==> src/rtl/trigcap_pkg.sv <==
package trigcap_pkg;
  // Strobes issued by the control unit to the datapath each cycle
  typedef struct packed {
    logic wrEn;      // store current sample and advance address
    logic clearAll;  // rearm: address and trigger location back to zero
    logic latchLoc;  // capture address as trigger location
  } ctrlStrobes_t;
endpackage

==> src/rtl/trigcap_sync.sv <==
module trigcap_sync #(
  parameter int SYNC_STAGES = 2
) (
  input  logic clk,
  input  logic rst,
  input  logic asyncIn,
  output logic riseSeen
);
  logic [SYNC_STAGES-1:0] chain;
  logic lastLevel;

  genvar g;
  generate
    for (g = 0; g < SYNC_STAGES; g++) begin : g_stage
      if (g == 0) begin : g_first
        always_ff @(posedge clk) begin
          if (rst) chain[0] <= 1'b0;
          else     chain[0] <= asyncIn;
        end
      end else begin : g_rest
        always_ff @(posedge clk) begin
          if (rst) chain[g] <= 1'b0;
          else     chain[g] <= chain[g-1];
        end
      end
    end
  endgenerate

  always_ff @(posedge clk) begin
    if (rst) lastLevel <= 1'b0;
    else     lastLevel <= chain[SYNC_STAGES-1];
  end

  assign riseSeen = chain[SYNC_STAGES-1] & ~lastLevel;

  // a single rise yields a one-cycle pulse
  p_edge_single_r2: assert property (@(posedge clk) disable iff (rst)
    riseSeen |=> !riseSeen);
endmodule

==> src/rtl/trigcap_ctrl.sv <==
module trigcap_ctrl
  import trigcap_pkg::*;
#(
  parameter int POST_SAMPLES = 4
) (
  input  logic         clk,
  input  logic         rst,
  input  logic         rearm,
  input  logic         sampleValid,
  input  logic         trigEdge,
  output ctrlStrobes_t strobes,
  output logic         done
);
  localparam int CNT_W = (POST_SAMPLES > 1) ? $clog2(POST_SAMPLES) : 1;
  localparam logic [CNT_W-1:0] CNT_LOAD = CNT_W'(POST_SAMPLES - 1);

  logic [CNT_W-1:0] postCnt;
  logic trigSeen;
  logic doneQ;
  logic accept;
  logic counting;
  logic wrNow;

  assign accept   = trigEdge & ~trigSeen & ~doneQ & ~rearm;
  assign counting = trigSeen | accept;
  assign wrNow    = sampleValid & ~doneQ & ~rearm;

  always_ff @(posedge clk) begin
    if (rst || rearm) begin
      postCnt  <= CNT_LOAD;
      trigSeen <= 1'b0;
      doneQ    <= 1'b0;
    end else begin
      if (accept) trigSeen <= 1'b1;
      if (wrNow && counting) begin
        if (postCnt == '0) doneQ <= 1'b1;
        else               postCnt <= postCnt - 1'b1;
      end
    end
  end

  always_comb begin
    strobes.wrEn     = wrNow;
    strobes.clearAll = rearm;
    strobes.latchLoc = accept;
  end

  assign done = doneQ;

  // frozen window stays frozen until rearm
  p_done_sticky_r5: assert property (@(posedge clk) disable iff (rst)
    (done && !rearm) |=> done);
  p_no_write_done_r5: assert property (@(posedge clk) disable iff (rst)
    done |-> !strobes.wrEn);
  // rearm clears the capture state
  p_rearm_clears_r7: assert property (@(posedge clk) disable iff (rst)
    rearm |=> (!done && !trigSeen && postCnt == CNT_LOAD));
  // a window only freezes after a trigger was accepted
  p_done_after_trig_r4: assert property (@(posedge clk) disable iff (rst)
    done |-> trigSeen);
  // no second accept once triggered
  p_single_accept_r6: assert property (@(posedge clk) disable iff (rst)
    trigSeen |-> !strobes.latchLoc);
endmodule

==> src/rtl/trigcap_datapath.sv <==
module trigcap_datapath
  import trigcap_pkg::*;
#(
  parameter int DATA_W = 8,
  parameter int ADDR_W = 3
) (
  input  logic              clk,
  input  logic              rst,
  input  ctrlStrobes_t      strobes,
  input  logic              done,
  input  logic [DATA_W-1:0] sampleData,
  input  logic [ADDR_W-1:0] rdAddr,
  output logic [DATA_W-1:0] rdData,
  output logic [ADDR_W-1:0] trigLoc
);
  localparam int DEPTH = 2 ** ADDR_W;

  logic [DATA_W-1:0] store [DEPTH];
  logic [ADDR_W-1:0] wrAddr;
  logic [ADDR_W-1:0] locQ;

  always_ff @(posedge clk) begin
    if (rst || strobes.clearAll) begin
      wrAddr <= '0;
      locQ   <= '0;
    end else begin
      if (strobes.latchLoc) locQ <= wrAddr;
      if (strobes.wrEn)     wrAddr <= wrAddr + 1'b1;
    end
  end

  always_ff @(posedge clk) begin
    if (strobes.wrEn) store[wrAddr] <= sampleData;
  end

  assign rdData  = done ? store[rdAddr] : '0;
  assign trigLoc = locQ;

  // each write advances the address by one, wrapping
  p_addr_step_r1: assert property (@(posedge clk) disable iff (rst)
    (strobes.wrEn && !strobes.clearAll) |=> (wrAddr == $past(wrAddr) + 1'b1));
  p_addr_hold_r1: assert property (@(posedge clk) disable iff (rst)
    (!strobes.wrEn && !strobes.clearAll) |=> $stable(wrAddr));
  // trigger location moves only on an accepted trigger or rearm
  p_loc_stable_r6: assert property (@(posedge clk) disable iff (rst)
    (!strobes.latchLoc && !strobes.clearAll) |=> $stable(trigLoc));
endmodule

==> src/rtl/trigcap_top.sv <==
module trigcap_top
  import trigcap_pkg::*;
#(
  parameter int DATA_W       = 8,
  parameter int ADDR_W       = 3,
  parameter int POST_SAMPLES = 4,
  parameter int SYNC_STAGES  = 2
) (
  input  logic              clk,
  input  logic              rst,
  input  logic              rearm,
  input  logic [DATA_W-1:0] sampleData,
  input  logic              sampleValid,
  input  logic              trigIn,
  input  logic [ADDR_W-1:0] rdAddr,
  output logic [DATA_W-1:0] rdData,
  output logic [ADDR_W-1:0] trigLoc,
  output logic              done
);
  ctrlStrobes_t strobes;
  logic trigEdge;

  trigcap_sync #(.SYNC_STAGES(SYNC_STAGES)) u_sync (
    .clk(clk), .rst(rst), .asyncIn(trigIn), .riseSeen(trigEdge)
  );

  trigcap_ctrl #(.POST_SAMPLES(POST_SAMPLES)) u_ctrl (
    .clk(clk), .rst(rst), .rearm(rearm), .sampleValid(sampleValid),
    .trigEdge(trigEdge), .strobes(strobes), .done(done)
  );

  trigcap_datapath #(.DATA_W(DATA_W), .ADDR_W(ADDR_W)) u_dp (
    .clk(clk), .rst(rst), .strobes(strobes), .done(done),
    .sampleData(sampleData), .rdAddr(rdAddr), .rdData(rdData),
    .trigLoc(trigLoc)
  );
endmodule

==> config.mk <==
export PLATFORM = sky130hd
export DESIGN_NAME = trigcap_top
export DESIGN_NICKNAME = d
export VERILOG_FILES = /design/src/rtl/trigcap_pkg.sv /design/src/rtl/trigcap_sync.sv /design/src/rtl/trigcap_ctrl.sv /design/src/rtl/trigcap_datapath.sv /design/src/rtl/trigcap_top.sv
export SDC_FILE = /design/constraint.sdc
export NUM_CORES = 1
export LEC_CHECK = 0
export BUFFER_PORTS_ARGS = -buffer_cell sky130_fd_sc_hd__buf_2
export CORE_ASPECT_RATIO = 1.25
export CORE_MARGIN = 2
export CORE_UTILIZATION = 40
export CTS_BUF_LIST = sky130_fd_sc_hd__clkbuf_8 sky130_fd_sc_hd__clkbuf_16
export DETAILED_ROUTE_END_ITERATION = 7
export GPL_ROUTABILITY_DRIVEN = 1
export MAX_ROUTING_LAYER = met4
export PLACE_DENSITY = 0.55
export SYNTH_ARGS = -nofsm -noshare
export SYNTH_HDL_FRONTEND = slang
export SYNTH_HIERARCHICAL = 1
export SYNTH_SLANG_ARGS = --single-unit
==> constraint.sdc <==
create_clock -name clk -period 2.6 [get_ports clk]
set_clock_uncertainty 0.2 [all_clocks]
set_input_delay 0.52 -clock clk [delete_from_list [all_inputs] [get_ports clk]]
set_output_delay 0.52 -clock clk [all_outputs]
set_load 0.03 [all_outputs]
# Word-level counts from Yosys, hierarchy flattened
# Memories as Yosys holds them, arrays and structs flattened.
# Cells that the tools add are included.
dict set report word_totals {
  mem_bits_rw 64
  out_inout_bits 12
  n_memories 1
  reg_bits 13
}
# memory words word_bits read_ports rd_clocked_by_memory_dff wr line
set mem_list {}
lappend mem_list {u_dp.store 8 8 1 0 1 trigcap_datapath.sv:18} ;# logic [DATA_W-1:0] store [DEPTH];
dict set report classes {
  bitwise 12
  n_addsub 2
  reduce_logical 5
  mux 3
}
# operator n
set ops {}
lappend ops {{8-bit 2-to-1 mux} 1}
lappend ops {{1-bit bitwise AND} 6}
lappend ops {{1-bit NOT} 5}
lappend ops {{2-bit AND reduction} 2}
lappend ops {{3-bit by 1-bit adder with 3-bit output, second input constant} 1}
lappend ops {{2-bit zero test} 1}
lappend ops {{1-bit 2-to-1 mux} 2}
lappend ops {{2-bit by 1-bit subtractor with 2-bit output, second input constant} 1}
lappend ops {{1-bit logical AND} 1}
lappend ops {{1-bit logical OR} 1}
lappend ops {{1-bit OR} 1}

# Longest topological paths before layout
# Gate-level depths: netlist of the first run.
dict set report depth {
  ltp_word 8
  depth_mapped 5
  mapped_depth_nobuf 5
}

# By module
# The synthesis of the first run kept the hierarchy.
# module area_each_um2 instances cells_per_inst
set by_module_without_submodules {}
lappend by_module_without_submodules {trigcap_datapath 2758.9 1 149}
lappend by_module_without_submodules {trigcap_ctrl 216.5 1 26}
lappend by_module_without_submodules {trigcap_sync 87.6 1 7}

# Least setup slack after synthesis of the first run
# OpenSTA, ideal clock, no wires.
dict set report synth_timing {
  path_kind {input-to-output}
  start {input rdAddr[0]}
  end {output rdData[0]}
  t_required_ns 1.880
  cell_stages 3
  slack_ns 0.410
  t_arrival_ns 1.470
  cell_sequence {buf_6 mux4_2 o211a_1}
}
dict set report synth_via {
  elab_chain_len 2
}
# item line
set synth_lines {}
lappend synth_lines {{start: declaration} trigcap_top.sv:15} ;# input logic [ADDR_W-1:0] rdAddr,
lappend synth_lines {{memory 8 x 8 bit} n/a}
lappend synth_lines {{8-bit 2-to-1 mux} trigcap_datapath.sv:36} ;# assign rdData = done ? store[rdAddr] : '0;
lappend synth_lines {{end: declaration} trigcap_top.sv:16} ;# output logic [DATA_W-1:0] rdData,
# No other way between the ends.

# Final worst setup path of the first run
dict set report layout_timing {
  start {input rdAddr[0]}
  end {output rdData[1]}
}
# The elaborated chain is that of the path after synthesis.

==> metrics.txt, run 1 <==
CTS tree=done; shortest clock period the worst path allows after layout=between 2 and 2.5 ns; Compound-Gate Fraction of Synth Area=0.0580; max-slew violation count=0; unrepaired setup endpoints after global routing=no; cell count after synthesis=182; required arrival time at the worst endpoint=1.88 ns; Synth Area in Simple Gates=0.0600; vias in the first global route=between 1500 and 2000; overall die width=between 80 and 90 um; synthesized-area fraction occupied by xor and xnor cells=0.00572; Clock Path Buffers=2; number of core rows=35; hold violation count in the final report=0; cell at the root of the clock tree=sky130_fd_sc_hd__clkbuf_8; classification of the worst-slack hold path=in2reg; main combinational cell family by area after synthesis=multiplexers; number of vias after detailed routing=1596; CTS buffer count=9; largest net degree at the start of global routing=16; PD cells=roughly 600 nW/um^2; # clock sinks=77; r2r startpoint=u_ctrl/done$_SDFFE_PP0P_; worst-case headroom to the max-slew limit=0.597; Most used DFF post-synth=sky130_fd_sc_hd__edfxtp_1; number of fill cells=651; library cell with the largest summed area after synthesis=sky130_fd_sc_hd__edfxtp_1; timing-limited maximum frequency=402 MHz; Synth Warn #=6; type of the worst setup path=in2out; Hold Crit Start=trigIn; area inside the core boundary=about 7400 sq um; number of cells on the worst hold path=2; crit path DAT=approximately 1.8 ns; H-tree depth reported by CTS=3; Synth Net Count=200; Post-DP HPWL=a little under 4 mm; setup slack of the most critical reg-to-reg path=~0.63 ns; global route overflow=0; die height=about 100 um; initial antenna violation count=0; endpoint of the worst-slack reg-to-reg timing path=u_dp/store[0][5]$_DFFE_PP_; Synth Area in Adders=0.00817; share of synthesized area occupied by flip-flops and latches=0.712; summed instance area of the synthesized netlist=3060 sq um; Yosys top cell area share=0.627; actual slew at the worst max-slew pin=around 0.6 ns; clock slew seen by the registers of the worst setup and hold paths=approximately 0.07 ns; Routed WL per cell=around 17 um; routed wire length=between 5 and 6 mm; total die area=approximately 8400 sq um; share of final-layout standard cells stronger than drive strength 1=0.286; clock latency on the worst-skew pair=0.33 ns; setup violators final=0; ANT cells=0; number of maximum-capacitance constraint violations=0; first-pass iteration count of the detailed router=4; initial standard-cell utilization of the core=0.414; global-route wire length before repair=roughly 8.5 mm; count leader, synth=sky130_fd_sc_hd__edfxtp_1; number of synthesized register bits=77; count of nets after finishing=approximately 240; worst min-delay path endpoint=u_sync/chain[0]$_SDFF_PP0_; kind of end point of the critical path=primary output; Post-CTS Setup Bufs=0; Synth async-reset ratio=0; leakage=between 1 and 1.5 nW; final sum of negative setup slack=0 ns; post-synthesis mux area share=0.124; drt via density=5.00; number of cell instances on the worst register-to-register path=5; main area contributors after synthesis=sky130_fd_sc_hd__edfxtp_1, sky130_fd_sc_hd__dfxtp_1, sky130_fd_sc_hd__mux2i_1; number of primary I/O pins=28; post-layout utilization of the core=0.472; result of the run=finished clean; Global Route Usage Sum=0.151; Max Fanout on Critical Path=10; DR DRC count=0; Netlist cell types=30; commonest cells in the netlist=sky130_fd_sc_hd__edfxtp_1, sky130_fd_sc_hd__mux2i_1, sky130_fd_sc_hd__dfxtp_1, sky130_fd_sc_hd__nor2_1; number of port buffers=27; First DRT Iteration DRCs=97; Peak VDD IR=around 0.23 mV; placer's final routability congestion estimate=about 0.73; number of nets with antenna violations after routing=0; portion of the clock cycle consumed by the worst path in the final layout=0.956; area overhead of the layout relative to synthesis=14.0%; mean instance size in the synthesized netlist=16.8 sq um; startpoint kind of the worst setup timing path=input port; count of flip-flops with a built-in enable after synthesis=64
-- critical path, stage by stage --
cell	delay, ns
sky130_fd_sc_hd__buf_2	0.29
sky130_fd_sc_hd__mux4_2	0.55
sky130_fd_sc_hd__o211a_1	0.23
sky130_fd_sc_hd__buf_2	0.18
-- per-stage QoR --
step	cell area [sq um]	hold slack (ns)	power, mW	instances	worst slack [ns]
after floorplan	3060	0.214	1.44	182	0.410
after global placement	3340	0.218	1.48	304	0.0475
after detailed placement	3340	0.234	1.48	304	0.0121
after CTS	3490	0.181	2.17	319	0.00592
after global routing	3490	0.190	2.22	319	0.0331
final	3490	0.198	2.14	319	0.115
-- cells in the final DEF (no fill, tap or decap) --
cell and instances:
sky130_fd_sc_hd__a21oi_1 4, sky130_fd_sc_hd__clkbuf_8 9, sky130_fd_sc_hd__clkinv_1 1, sky130_fd_sc_hd__nor3_1 4, sky130_fd_sc_hd__and2_0 1, sky130_fd_sc_hd__nor3b_1 1, sky130_fd_sc_hd__xor2_1 1, sky130_fd_sc_hd__nor2b_1 3
sky130_fd_sc_hd__o211a_1 8, sky130_fd_sc_hd__nand2b_1 3, sky130_fd_sc_hd__dfxtp_1 13, sky130_fd_sc_hd__buf_2 27, sky130_fd_sc_hd__xnor2_1 1, sky130_fd_sc_hd__mux2i_1 20, sky130_fd_sc_hd__nor2b_2 2, sky130_fd_sc_hd__nor3_2 1
sky130_fd_sc_hd__o21ai_1 2, sky130_fd_sc_hd__nor2_1 13, sky130_fd_sc_hd__o21a_1 1, sky130_fd_sc_hd__inv_1 6, sky130_fd_sc_hd__buf_4 15, sky130_fd_sc_hd__edfxtp_1 64, sky130_fd_sc_hd__mux4_2 8, sky130_fd_sc_hd__a22oi_1 8
sky130_fd_sc_hd__or2_2 1, sky130_fd_sc_hd__nand2_1 3, sky130_fd_sc_hd__nor4b_1 1, sky130_fd_sc_hd__and3_1 2, sky130_fd_sc_hd__ha_1 2, sky130_fd_sc_hd__clkinv_2 2
-- where the power goes --
part / switching [mW] / total [mW] / leakage, nW / internal (mW)
Clock: 0.363 / 0.687 / 0.0901 / 0.324
Combinational: 0.0576 / 0.105 / 0.592 / 0.0470
Sequential: 0.00382 / 1.35 / 0.684 / 1.34
-- sequential cells by signal, summed over array words and instances, names as in the netlist --
| register | flops |
|---|---|
| u_dp/wrAddr | 3 |
| u_ctrl/trigSeen | 1 |
| u_sync/chain | 2 |
| u_ctrl/postCnt | 2 |
| u_ctrl/done | 1 |
| u_dp/store | 64 |
| u_dp/trigLoc | 3 |
| u_sync/lastLevel | 1 |
-- worst max-delay path by stage --
stage	startpoint	to	slack [ns]	cells past startpoint
after CTS	rdAddr[0]	rdData[3]	0.006	5
final	rdAddr[0]	rdData[1]	0.12	4
after global placement	rdAddr[0]	rdData[0]	0.05	5
after detailed placement	rdAddr[0]	rdData[3]	0.01	5
after global routing	rdAddr[0]	rdData[1]	0.03	4
after floorplan	rdAddr[0]	rdData[0]	0.41	3
-- metal layers --
metal	wire, um	vias to the layer above	GRT usage
met2	3110	27	0.264
met4	90	0	0.0667
met5	0	-	-
met1	2140	783	0.161
met3	161	8	0.0336
li1	-	778	-
-- what timing repair did --
item,in CTS,in global routing
setup endpoints to repair,0,8
hold buffers,0,0
resized for setup,0,1
-- layout make-up --
type	count	area, sq um	share of cell area
flip-flops and latches	77	2180	0.625
multi-input cells	90	787	0.225
repair buffers	42	248	0.0709
clock buffers	9	124	0.0355
well taps	92	115	0.0330
clock inverters	6	25.0	0.00717
inverters	3	11.3	0.00322
-- cells by family after synthesis --
| group | count (synthesis) |
|---|---|
| mux | 28 |
| compound gates | 23 |
| flops | 77 |
| buf+inv | 15 |
| fa+ha+maj | 2 |
| simple gates | 35 |
| xor+xnor | 2 |
No activity file was read; power rests on OpenSTA's default activity.
==> run 2, diff against run 1 <==
Settings changed: CORE_UTILIZATION 40 to 30, PLACE_DENSITY 0.55 to 0.44.
==> metrics.txt, run 2 (synthesis gave the netlist of run 1 again) <==
cell at the root of the clock tree=sky130_fd_sc_hd__clkbuf_16; worst min-delay path endpoint=u_sync/chain[0]$_SDFF_PP0_; H-tree depth reported by CTS=3; leakage=between 1 and 1.5 nW; setup slack of the most critical reg-to-reg path=~0.57 ns; leading cell types in the layout, fill and taps excluded=sky130_fd_sc_hd__edfxtp_1, sky130_fd_sc_hd__buf_2, sky130_fd_sc_hd__mux2i_1; Post-Route Hold Slack=between 0.2 and 0.25 ns; r2r startpoint=u_ctrl/done$_SDFFE_PP0P_; area overhead of the layout relative to synthesis=19.0%; Peak VDD IR=roughly 0.34 mV; number of maximum-capacitance constraint violations=0; die height=around 120 um; CTS buffer count=9; placer's final routability congestion estimate=roughly 0.7; area inside the core boundary=10000 sq um; number of cell instances on the worst register-to-register path=5; crit-path max cell delay=about 0.56 ns; hold violation count in the final report=0; initial standard-cell utilization of the core=0.306; Hold Crit Start=trigIn; worst-case headroom to the max-slew limit=0.558; number of core rows=between 40 and 50; Layout Cell Area excl Fill=3640 sq um; share of power burned in the clock network=0.420; Post-CTS Setup Bufs=0; number of cells on the worst hold path=2; actual slew at the worst max-slew pin=around 0.66 ns; Placement Cell Area=about 3400 sq um; most frequent standard cell in the layout excluding fill and tap cells=sky130_fd_sc_hd__edfxtp_1; cells traversed along the worst timing path=clkbuf_4, nor2b_1, a22oi_1, o211a_1, buf_2; max reg flops=64; classification of the worst-slack hold path=in2reg; number of nets with antenna violations after routing=0; count of nets after finishing=240; largest net degree at the start of global routing=25; internal power contribution=~2.0 mW; startpoint kind of the worst setup timing path=input port; DR DRC count=0; final sum of negative setup slack=0 ns; global-route wire length before repair=~9.0 mm; Net Sw Power=0.496 mW; Worst path top cell family by delay=simple AND/OR/NAND/NOR gates; Global Route Usage Sum=0.118; Max Fanout on Critical Path=10; Logic pwr share=0.042; clock slew seen by the registers of the worst setup and hold paths=~0.050 ns; first-pass iteration count of the detailed router=4; Crit-path slowest cell=sky130_fd_sc_hd__nor2b_1; count of placed standard cells in the final layout, fillers left out=roughly 360; number of fill cells=960; share of total power in sequential cells=0.538; switching power as a share of total power=0.197; PD cells=689 nW/um^2; combined buffer and inverter count along the critical path=2; Clock Path Buffers=2; ANT cells=0; initial antenna violation count=0; unrepaired setup endpoints after global routing=no; vias in the first global route=around 1600; CTS tree=done; GR met2 Demand/Resource=0.190; setup violators final=0; global-route met1 utilization=0.137; required arrival time at the worst endpoint=1.88 ns; routed wire length=about 5.9 mm; portion of the clock cycle consumed by the worst path in the final layout=0.965; clock latency on the worst-skew pair=between 0.3 and 0.4 ns; GR Layer Usage met3=0.0307; result of the run=finished clean; Post-DP HPWL=4.00 mm; number of primary I/O pins=28; total die area=11000 sq um; share of final-layout standard cells stronger than drive strength 1=0.279; First DRT Iteration DRCs=97; Routed WL per cell=roughly 17 um; type of the worst setup path=in2out; overall die width=94.4 um; global routing's busiest layer=met2; drt via density=about 4.5; endpoint of the worst-slack reg-to-reg timing path=u_dp/store[5][7]$_DFFE_PP_; kind of end point of the critical path=primary output; shortest clock period the worst path allows after layout=2.51 ns; most flop-heavy register=u_dp/store; # clock sinks=77; number of vias after detailed routing=between 1500 and 2000; timing-limited maximum frequency=around 400 MHz; global route overflow=0; number of port buffers=27; crit path DAT=between 1.5 and 2 ns; max-slew violation count=0; placed insts=340
## run 2: cell count changes in the layout (fill, tap and decap cells not counted), sizes merged
cell	delta
buf	-2
clkbuf	+1
## run 2: timing repair
| item | in CTS | in global routing |
|---|---|---|
| resized for setup | 1 | 1 |
| hold buffers | 0 | 0 |
| setup endpoints to repair | 6 | 4 |
## run 2: layout make-up
type,instances,area (sq um),share of cell area
Sequential cell,77,2180,0.599
Multi-Input combinational cell,90,785,0.215
Timing Repair Buffer,41,255,0.0700
Clock buffer,9,225,0.0618
Tap cell,129,161,0.0443
Clock inverter,6,25.0,0.00687
Inverter,3,11.3,0.00309
## run 2: stage by stage
step                      utilization  setup slack [ns]  total power [mW]
after floorplan                     -             0.410              1.44
after global placement          0.339            0.0253              1.48
after detailed placement        0.339           -0.0109              1.48
after CTS                       0.364            0.0262              2.55
after global routing            0.364           0.00558              2.61
final                           0.364            0.0907              2.51
## run 2: per-layer routing
metal / vias up / share of wire
met3: 9 / 0.039
met5: - / 0
met4: 0 / 0.020
met1: 762 / 0.44
met2: 31 / 0.50
li1: 781 / -
## run 2: power by group through the flow
stage / Sequential (mW) / Clock (mW) / Combinational [mW]
floorplan: 1.37 / 0 / 0.0677
global placement: 1.38 / 0 / 0.107
detailed placement: 1.38 / 0 / 0.108
CTS: 1.35 / 1.09 / 0.108
global route: 1.35 / 1.14 / 0.115
finish: 1.35 / 1.05 / 0.106
## run 2: worst max path at each step
stage / start / end / slack (ns) / cells after the start
global placement: rdAddr[0] / rdData[5] / 0.03 / 5
detailed placement: rdAddr[0] / rdData[5] / -0.01 / 5
floorplan: rdAddr[0] / rdData[0] / 0.41 / 3
global route: rdAddr[0] / rdData[0] / 0.006 / 5
CTS: rdAddr[0] / rdData[4] / 0.03 / 5
finish: rdAddr[0] / rdData[4] / 0.09 / 5
==> run 3, diff against run 2 <==
Settings changed: CORE_ASPECT_RATIO 1.25 to 0.75.
==> metrics.txt, run 3 (synthesis gave the netlist of run 1 again) <==
crit path DAT=1.73 ns; cells traversed along the worst timing path=clkbuf_4, mux4_2, o211a_1, buf_2; max reg flops=64; initial standard-cell utilization of the core=0.313; share of final-layout standard cells stronger than drive strength 1=0.289; post-layout utilization of the core=0.377; clock slew seen by the registers of the worst setup and hold paths=about 0.060 ns; number of nets with antenna violations after routing=0; number of cells on the worst hold path=2; most frequent standard cell in the layout excluding fill and tap cells=sky130_fd_sc_hd__edfxtp_1; most flop-heavy register=u_dp/store; hold violation count in the final report=0; number of primary I/O pins=28; initial antenna violation count=0; crit-path max cell delay=~0.57 ns; multi-input logic area=~800 sq um; area overhead of the layout relative to synthesis=20.3%; Post-Route Hold Slack=~0.21 ns; vias in the first global route=1556; required arrival time at the worst endpoint=about 1.9 ns; setup slack of the most critical reg-to-reg path=0.70 ns; worst-case headroom to the max-slew limit=0.661; number of port buffers=27; Global Route Usage Sum=0.121; Hold Crit Start=trigIn; Crit-path slowest cell=sky130_fd_sc_hd__mux4_2; leading cell types in the layout, fill and taps excluded=sky130_fd_sc_hd__edfxtp_1, sky130_fd_sc_hd__buf_2, sky130_fd_sc_hd__mux2i_1; worst min-delay path endpoint=u_sync/chain[0]$_SDFF_PP0_; count of nets after finishing=238; combined flip-flop and latch cell area=2180 sq um; number of cell instances on the worst register-to-register path=5; number of resized instances in the post-cts repair step=0; leakage=roughly 1.4 nW; global route overflow=0; global-route wire length before repair=approximately 9 mm; share of total power in sequential cells=0.502; portion of the clock cycle consumed by the worst path in the final layout=0.944; r2r startpoint=u_ctrl/done$_SDFFE_PP0P_; CTS buffer count=9; Clock Path Buffers=2; Peak VDD IR=0.244 mV; placer's final routability congestion estimate=between 0.6 and 0.7; first-pass iteration count of the detailed router=4; number of maximum-capacitance constraint violations=0; shortest clock period the worst path allows after layout=between 2 and 2.5 ns; type of the worst setup path=in2out; drt via density=4.43; startpoint kind of the worst setup timing path=input port; timing-limited maximum frequency=408 MHz; H-tree depth reported by CTS=3; max-slew violation count=0; area inside the core boundary=just under 10000 sq um; number of core rows=31; number of fill cells=937; clock latency on the worst-skew pair=about 0.32 ns; largest net degree at the start of global routing=25; Net Sw Power=0.550 mW; endpoint of the worst-slack reg-to-reg timing path=u_dp/store[0][1]$_DFFE_PP_; internal power contribution=roughly 2.1 mW; DR DRC count=0; PD cells=between 700 and 800 nW/um^2; First DRT Iteration DRCs=62; CTS hold repair buffers=0; Logic pwr share=0.041; total die area=between 10000 and 15000 sq um; Worst path top cell family by delay=multiplexers; share of power burned in the clock network=0.457; overall die width=between 100 and 150 um; cell at the root of the clock tree=sky130_fd_sc_hd__clkbuf_16; switching power as a share of total power=0.205; Post-CTS Setup Bufs=0; unrepaired setup endpoints after global routing=no; routed wire length=between 5 and 6 mm; Max Fanout on Critical Path=10; kind of end point of the critical path=primary output; setup violators final=0; Routed WL per cell=16.8 um; ANT cells=0; number of vias after detailed routing=1583; actual slew at the worst max-slew pin=a little over 0.5 ns; Post-DP HPWL=roughly 4.1 mm; # clock sinks=between 70 and 80; final sum of negative setup slack=0 ns; CTS tree=done; result of the run=finished clean; classification of the worst-slack hold path=in2reg; combined buffer and inverter count along the critical path=2; die height=between 90 and 100 um
[run 3: cell count changes in the layout (fill, tap and decap cells not counted), sizes merged]
| cell | delta |
|---|---|
| buf | -2 |
| bufinv | +1 |
| clkinv | +2 |
| clkinvlp | +1 |
| inv | -3 |
[run 3: final cells by class]
class,count,area share
Inverter,3,0.00306
Multi-Input combinational cell,90,0.213
Timing Repair Buffer,39,0.0652
Tap cell,132,0.0448
Sequential cell,77,0.592
Clock buffer,9,0.0611
Clock inverter,7,0.0207
[run 3: routing by layer]
layer  part of all wire  global-route usage  up-vias
li1                   -                   -      774
met1               0.54               0.174      789
met2               0.43               0.158       16
met3              0.020              0.0358        4
met4             0.0080              0.0523        0
met5                  0                   -        -
[run 3: how the worst max path moves through the flow]
stage / start / end / slack, ns / depth (start not counted)
after floorplan: rdAddr[0] / rdData[0] / 0.41 / 3
final: rdAddr[0] / rdData[5] / 0.15 / 4
after global routing: rdAddr[0] / rdData[5] / 0.07 / 4
after CTS: rdAddr[0] / rdData[5] / 0.05 / 4
after global placement: rdAddr[0] / rdData[5] / 0.04 / 4
after detailed placement: rdAddr[0] / rdData[5] / 0.04 / 4
[run 3: stage by stage]
step           power [mW]  instances  instance area (sq um)  setup slack, ns
2_1_floorplan        1.44        182                   3060            0.410
5_1_grt              2.78        357                   3680           0.0696
3_3_place_gp         1.49        341                   3380           0.0444
6_report             2.69        357                   3680            0.146
4_1_cts              2.72        357                   3680           0.0451
3_5_place_dp         1.49        341                   3380           0.0435
[run 3: power by group through the flow]
stage / clock, mW / combinational [mW] / sequential, mW
after floorplan: 0 / 0.0677 / 1.37
after global placement: 0 / 0.110 / 1.38
after detailed placement: 0 / 0.110 / 1.38
final: 1.23 / 0.109 / 1.35
after global routing: 1.31 / 0.120 / 1.35
after CTS: 1.26 / 0.111 / 1.35
